<file path="src/rtl/uart_core.sv">
module uart_core #(
  parameter int CLK_DIV   = 4,
  parameter int OVS       = 16,
  parameter int PARITY_EN = 1
) (
  input  logic       clk,
  input  logic       rst_n,
  input  logic [1:0] addr,
  input  logic       wr_en,
  input  logic       rd_en,
  input  logic [7:0] wdata,
  output logic [7:0] rdata,
  input  logic       rx_i,
  output logic       tx_o,
  output logic       rts_n_o,
  output logic       dtr_n_o
);
  localparam int DIVW       = (CLK_DIV > 1) ? $clog2(CLK_DIV) : 1;
  localparam int OVSW       = $clog2(OVS);
  localparam int FRAME_BITS = (PARITY_EN != 0) ? 11 : 10;
  localparam int FBW        = $clog2(FRAME_BITS);
  localparam int BRK_TICKS  = FRAME_BITS * OVS;
  localparam int BRKW       = $clog2(BRK_TICKS + 1);

  typedef enum logic [2:0] {RX_IDLE, RX_START, RX_DATA, RX_PAR, RX_STOP, RX_HOLD} rx_st_t;

  logic [DIVW-1:0] div_cnt;
  wire tick = (div_cnt == DIVW'(CLK_DIV - 1));

  always_ff @(posedge clk or negedge rst_n)
    if (!rst_n) div_cnt <= '0;
    else        div_cnt <= tick ? '0 : div_cnt + 1'b1;

  wire wr_thr = wr_en && (addr == 2'd0);
  wire wr_ctl = wr_en && (addr == 2'd1);
  wire rd_rbr = rd_en && (addr == 2'd0);
  wire rd_sta = rd_en && (addr == 2'd2);

  logic lb, rts, dtr;
  always_ff @(posedge clk or negedge rst_n)
    if (!rst_n) {lb, rts, dtr} <= 3'b000;
    else if (wr_ctl) {lb, rts, dtr} <= {wdata[4], wdata[1], wdata[0]};

  assign rts_n_o = ~rts;
  assign dtr_n_o = ~dtr;

  function automatic logic [FRAME_BITS-1:0] mk_frame(input logic [7:0] d);
    logic [10:0] with_par;
    logic [9:0]  no_par;
    with_par = {1'b1, ^d, d, 1'b0};
    no_par   = {1'b1, d, 1'b0};
    return (PARITY_EN != 0) ? FRAME_BITS'(with_par) : FRAME_BITS'(no_par);
  endfunction

  logic [7:0]            thr;
  logic                  thr_full, tx_busy;
  logic [FRAME_BITS-1:0] tx_sr;
  logic [OVSW-1:0]       tx_ovs;
  logic [FBW-1:0]        tx_bitn;
  wire tx_load = tick && !tx_busy && thr_full;
  wire tx_line = tx_busy ? tx_sr[0] : 1'b1;

  always_ff @(posedge clk or negedge rst_n)
    if (!rst_n) begin
      thr      <= '0;
      thr_full <= 1'b0;
    end else if (wr_thr) begin
      thr      <= wdata;
      thr_full <= 1'b1;
    end else if (tx_load) begin
      thr_full <= 1'b0;
    end

  always_ff @(posedge clk or negedge rst_n)
    if (!rst_n) begin
      tx_busy <= 1'b0;
      tx_sr   <= '1;
      tx_ovs  <= '0;
      tx_bitn <= '0;
    end else if (tick) begin
      if (!tx_busy) begin
        if (thr_full) begin
          tx_sr   <= mk_frame(thr);
          tx_busy <= 1'b1;
          tx_ovs  <= '0;
          tx_bitn <= '0;
        end
      end else if (tx_ovs == OVSW'(OVS - 1)) begin
        tx_ovs <= '0;
        tx_sr  <= {1'b1, tx_sr[FRAME_BITS-1:1]};
        if (tx_bitn == FBW'(FRAME_BITS - 1)) tx_busy <= 1'b0;
        else tx_bitn <= tx_bitn + 1'b1;
      end else begin
        tx_ovs <= tx_ovs + 1'b1;
      end
    end

  assign tx_o = lb ? 1'b1 : tx_line;

  logic [1:0] rx_meta;
  always_ff @(posedge clk or negedge rst_n)
    if (!rst_n) rx_meta <= 2'b11;
    else        rx_meta <= {rx_meta[0], rx_i};

  wire rx_bit = lb ? tx_line : rx_meta[1];

  rx_st_t          rx_st;
  logic [OVSW-1:0] rx_ovs;
  logic [2:0]      rx_bitn;
  logic [7:0]      rx_sr, rbr;
  logic            rx_par;
  wire rx_mid  = (rx_ovs == OVSW'(OVS - 1));
  wire rx_half = (rx_ovs == OVSW'(OVS / 2 - 1));
  wire rx_load = tick && (rx_st == RX_STOP) && rx_mid;
  wire par_bad = (PARITY_EN != 0) && (rx_par != ^rx_sr);

  always_ff @(posedge clk or negedge rst_n)
    if (!rst_n) begin
      rx_st   <= RX_IDLE;
      rx_ovs  <= '0;
      rx_bitn <= '0;
      rx_sr   <= '0;
      rx_par  <= 1'b0;
    end else if (tick) begin
      case (rx_st)
        RX_IDLE:
          if (!rx_bit) begin
            rx_st  <= RX_START;
            rx_ovs <= '0;
          end
        RX_START:
          if (rx_bit) rx_st <= RX_IDLE;
          else if (rx_half) begin
            rx_st   <= RX_DATA;
            rx_ovs  <= '0;
            rx_bitn <= '0;
          end else rx_ovs <= rx_ovs + 1'b1;
        RX_DATA:
          if (rx_mid) begin
            rx_ovs <= '0;
            rx_sr  <= {rx_bit, rx_sr[7:1]};
            if (rx_bitn == 3'd7) rx_st <= (PARITY_EN != 0) ? RX_PAR : RX_STOP;
            else rx_bitn <= rx_bitn + 1'b1;
          end else rx_ovs <= rx_ovs + 1'b1;
        RX_PAR:
          if (rx_mid) begin
            rx_ovs <= '0;
            rx_par <= rx_bit;
            rx_st  <= RX_STOP;
          end else rx_ovs <= rx_ovs + 1'b1;
        RX_STOP:
          if (rx_mid) begin
            rx_ovs <= '0;
            rx_st  <= rx_bit ? RX_IDLE : RX_HOLD;
          end else rx_ovs <= rx_ovs + 1'b1;
        RX_HOLD:
          if (rx_bit) rx_st <= RX_IDLE;
        default: rx_st <= RX_IDLE;
      endcase
    end

  logic [BRKW-1:0] brk_cnt;
  wire bi_hit = tick && !rx_bit && (brk_cnt == BRKW'(BRK_TICKS - 1));

  always_ff @(posedge clk or negedge rst_n)
    if (!rst_n) brk_cnt <= '0;
    else if (tick) begin
      if (rx_bit) brk_cnt <= '0;
      else if (brk_cnt != BRKW'(BRK_TICKS)) brk_cnt <= brk_cnt + 1'b1;
    end

  logic dr, oe, pe, fe, bi;
  always_ff @(posedge clk or negedge rst_n)
    if (!rst_n) begin
      rbr <= '0;
      dr  <= 1'b0;
      oe  <= 1'b0;
      pe  <= 1'b0;
      fe  <= 1'b0;
      bi  <= 1'b0;
    end else begin
      if (rx_load) rbr <= rx_sr;
      dr <= rx_load ? 1'b1 : (rd_rbr ? 1'b0 : dr);
      oe <= (rx_load && dr && !rd_rbr) ? 1'b1 : (rd_sta ? 1'b0 : oe);
      pe <= (rx_load && par_bad) ? 1'b1 : (rd_sta ? 1'b0 : pe);
      fe <= (rx_load && !rx_bit) ? 1'b1 : (rd_sta ? 1'b0 : fe);
      bi <= bi_hit ? 1'b1 : (rd_sta ? 1'b0 : bi);
    end

  wire thre = ~thr_full;
  wire temt = ~thr_full & ~tx_busy;

  always_comb
    case (addr)
      2'd0:    rdata = rbr;
      2'd1:    rdata = {3'b000, lb, 2'b00, rts, dtr};
      2'd2:    rdata = {1'b0, temt, thre, bi, fe, pe, oe, dr};
      default: rdata = 8'h00;
    endcase
endmodule

</file>
<file path="config.mk">
export PLATFORM = sky130hd
export DESIGN_NAME = uart_core
export DESIGN_NICKNAME = d
export VERILOG_FILES = /design/src/rtl/uart_core.sv
export SDC_FILE = /design/constraint.sdc
export NUM_CORES = 1
export LEC_CHECK = 0
export ABC_AREA = 1
export BUFFER_PORTS_ARGS = -buffer_cell sky130_fd_sc_hd__buf_4
export CORE_MARGIN = 3
export CORE_UTILIZATION = 45
export DETAILED_ROUTE_END_ITERATION = 6
export PLACE_DENSITY = 0.67
export SYNTH_ARGS = -nofsm -noshare
export SYNTH_HDL_FRONTEND = slang
export SYNTH_SLANG_ARGS = --single-unit
</file>
<file path="constraint.sdc">
create_clock -name clk -period 1.7 [get_ports clk]
set_input_delay 0.255 -clock clk [delete_from_list [all_inputs] [get_ports clk]]
set_output_delay 0.255 -clock clk [all_outputs]
set_load 0.02 [all_outputs]
</file>
==> results.py <==
metrics = {
    "synth": {
        "synth_compound_area_share_pct": 11.7,
        "synth-simple-area-share_pct": 26.4,
        "syn_area_sq_um": 4010,
        "yosysTopAreaCell": "dfrtp_1",
        "ys_seq_area_share_pct": 47.2,
        "muxShareOfSynthArea_pct": 1.66,
        "synth_edf_count": 0,
        "synth_xor_area_share_pct": 2.19,
        "synth_seq_cells": 75,
        "syn_nets": 507,
        "syn_inst": 483,
        "yosys_warnings": 0,
        "ys_top_cells_by_count": "nand2_1 (138), dfrtp_1 (63), inv_1 (57), nor2_1 (30), o21ai_1 (30)",
        "synth.most_common_cell": "nand2_1",
        "yosys-top-cells-area": "dfrtp_1 (39%), nand2_1 (13%), dfstp_2 (7.9%)",
        "synthAdderAreaFrac_pct": 2.81,
        "ys_async_sr_fraction_pct": 100,
        "ys.flop_type": "dfrtp_1",
        "synth_top_family_by_area": "simple AND/OR/NAND/NOR gates",
        "synth_cell_types": 50,
        "synth_top_area_share_pct": 39.4,
        "syn-mean-instance-area_sq_um": 8.29,
    },
    "clock_network": {
        "cts.htree.levels": 3,
        "path_clk_slew_ns": 0.07,
        "clockRootBuffer": "clkbuf_8",
        "clk_path_buf_depth": 2,
        "cts_made_buffers": 9,
        "hold_buffers": 1,
        "post_cts_buffers": 0,
        "clock_sinks": 75,
        "cts_tree": "done",
        "cts-resized-gates": 0,
        "clk_latency_ns": 0.35,
    },
    "detailed_routing": {
        "ant_nets": 0,
        "viasPerCell": 4.97,
        "drt_iter0_drc": 162,
        "drt-total-wl_microns": 7800,
        "dr.pass1.iters": 4,
        "post-route-drc-count": 0,
        "routedWlPerCell_microns": 12.4,
        "vias": 3119,
    },
    "job": {
        "maxCapViolCount": 0,
    },
    "setup_path": {
        "endpoint_kind": "output port",
        "cpMaxStageDelayCell": "dfrtp_1",
        "path_delay_family": "flip-flops",
        "criticalPathCategory": "flop to output port",
        "critPathLaunch": "lb$_DFFE_PN0P_",
        "crit_cells": 3,
        "path_max_fanout": 4,
        "cp_cell_sequence": "inv_1 > o221ai_1 > buf_4",
        "critPathArrivalTime_ns": 1.34,
        "worst-path-buf-inv": 2,
        "cp_data_required_time_ns": 1.44,
        "r2r_start": "tx_ovs[0]$_DFFE_PN0P_",
        "crit_path_start_kind": "flop",
        "reg2reg_depth": 8,
        "cp_slowest_stage_delay_ns": 0.45,
    },
    "global_route": {
        "grt_pass1_vias": 3039,
        "antenna_found_initial": 0,
        "grt_overflow_total": 0,
        "grt_max_degree": 35,
        "grt_use_total_pct": 17.1,
        "grt_pass1_wl_microns": 13900,
    },
    "sta": {
        "hold_ws_ns": 0.0314,
        "worst_pin_slew_ns": 0.455,
        "setup_tns_ns": 0,
        "layout_setup_ws_ns": 0.103,
        "fin_skew_ns": 0.0126,
        "slew_headroom_pct": 69.6,
        "finalHoldViolCount": 0,
        "fmax_mhz": 626,
        "setup_viol_count_final": 0,
        "finalMaxSlewViolations": 0,
        "fin_crit_ns": 1.60,
        "fin_crit_sh_pct": 93.9,
        "rsz0062_at_grt": "false",
    },
    "finish": {
        "fillers": 787,
        "drive_gt1_share_pct": 18.5,
        "syn_to_final_growth_pct": 13.4,
        "num_antenna_cells": 0,
        "finish.net_count": 542,
        "fin_util_pct": 53.9,
    },
    "power_and_ir_drop": {
        "ir_drop_v": 0.000606,
        "power.leakage_nw": 2.17,
        "power_w": 0.00453,
        "p_per_area_nw_per_um2": 998,
    },
    "placement": {
        "place_hpwl_microns": 5690,
        "dp_slack_ns": 0.162,
        "gp_congestion": 0.882,
        "io_buffers": 25,
    },
    "run_status": {
        "outcome": "finished, final reports clean",
    },
    "die": {
        "ios": 26,
        "rows": 33,
        "die_w_microns": 100,
        "chipHeight_microns": 100,
        "dieArea_sq_um": 10100,
        "start_util_pct": 47.5,
        "core-area_sq_um": 8420,
    },
    "hold_path": {
        "hold_path.class": "input port to flop",
        "whs_path_depth": 1,
        "min_from": "rx_i",
    },
}
-- cell usage in the layout, fill, tap and decap left out, types with 2 or more instances in the layout --
cell type	instances
nor2_4	4
buf_4	31
nand2_1	138
clkinv_2	2
o221ai_1	3
a31oi_1	9
inv_1	57
o21ai_0	22
dfrtp_1	63
clkbuf_8	10
nand2_4	2
dfstp_2	12
or2_2	2
nor3_1	2
o22ai_1	2
nand3_1	25
ha_1	9
xor2_1	5
a21oi_1	8
inv_2	3
nand4_1	4
nor2_1	30
nor2_2	3
nand2_2	9
mux2_2	5
o21ai_1	30
bufinv_16	2
or2_1	2
xnor2_1	5
-- worst paths after layout --
kind / end / slack (ns)
hold / removal: rx_meta[0]$_DFF_PN1_ / 0.03
setup reg to reg: tx_sr[9]$_DFFE_PN1P_ / 0.15
min in group asynchronous: thr[7]$_DFFE_PN0P_ / 0.39
hold reg to reg: rx_meta[1]$_DFF_PN1_ / 0.36
setup / recovery: rdata[4] / 0.10
max in group asynchronous: tx_sr[2]$_DFFE_PN1P_ / 0.70
-- worst reg2reg max path, cell delays in order, from the launching register on --
cell	delay, ns
dfrtp_1	0.41
ha_1	0.24
nand3_1	0.13
nand2_1	0.10
nand2_4	0.15
clkinv_4	0.15
or2_1	0.24
nand2_1	0.06
inv_1	0.03
-- logic make-up after synthesis --
family	after synthesis
buffers and inverters	71
adders and majority gates	9
DFF	75
xor gates and xnor gates	10
muxes	6
and+or+nand+nor	231
AOI/OAI and AO/OA	81
-- report_power, final --
part / leakage (nW) / switching, W / total (W) / internal [W]
logic: 1.12 / 0.000530 / 0.000878 / 0.000348
clock network: 0.109 / 0.000659 / 0.00152 / 0.000863
registers: 0.946 / 0.000156 / 0.00213 / 0.00198
-- state kept, by name (all words and copies together), names as in the netlist --
signal    cells
rx_ovs        4
rx_par        1
rx_meta       2
tx_ovs        4
rts           1
div_cnt       2
fe            1
rx_bitn       3
thr_full      1
thr           8
bi            1
rx_st         3
brk_cnt       8
rbr           8
dtr           1
pe            1
oe            1
dr            1
rx_sr         8
tx_busy       1
tx_sr        10
lb            1
tx_bitn       4
-- through the flow --
stage                     instances  area (sq um)
after floorplan                 483          4010
after global placement          611          4310
after detailed placement        611          4310
after CTS                       628          4540
after global routing            628          4540
final                           628          4540
-- cell type report --
type | count | area [sq um] | area share (%)
well taps | 105 | 131 | 2.89
repair buffers | 33 | 263 | 5.79
inverters | 62 | 240 | 5.29
multi-input cells | 337 | 1800 | 39.5
flip-flops and latches | 75 | 1890 | 41.7
clock buffers | 11 | 141 | 3.11
clock inverters | 5 | 77.6 | 1.71
-- layer usage --
| layer | up-vias | track usage [%] | wire length [microns] |
|---|---|---|---|
| li1 | 1631 | - | - |
| met1 | 1452 | 22.7 | 3830 |
| met2 | 28 | 27.9 | 3670 |
| met3 | 8 | 4.45 | 195 |
| met4 | 0 | 4.15 | 102 |
| met5 | - | 0 | 0 |
(Power assumes the default switching activity.)
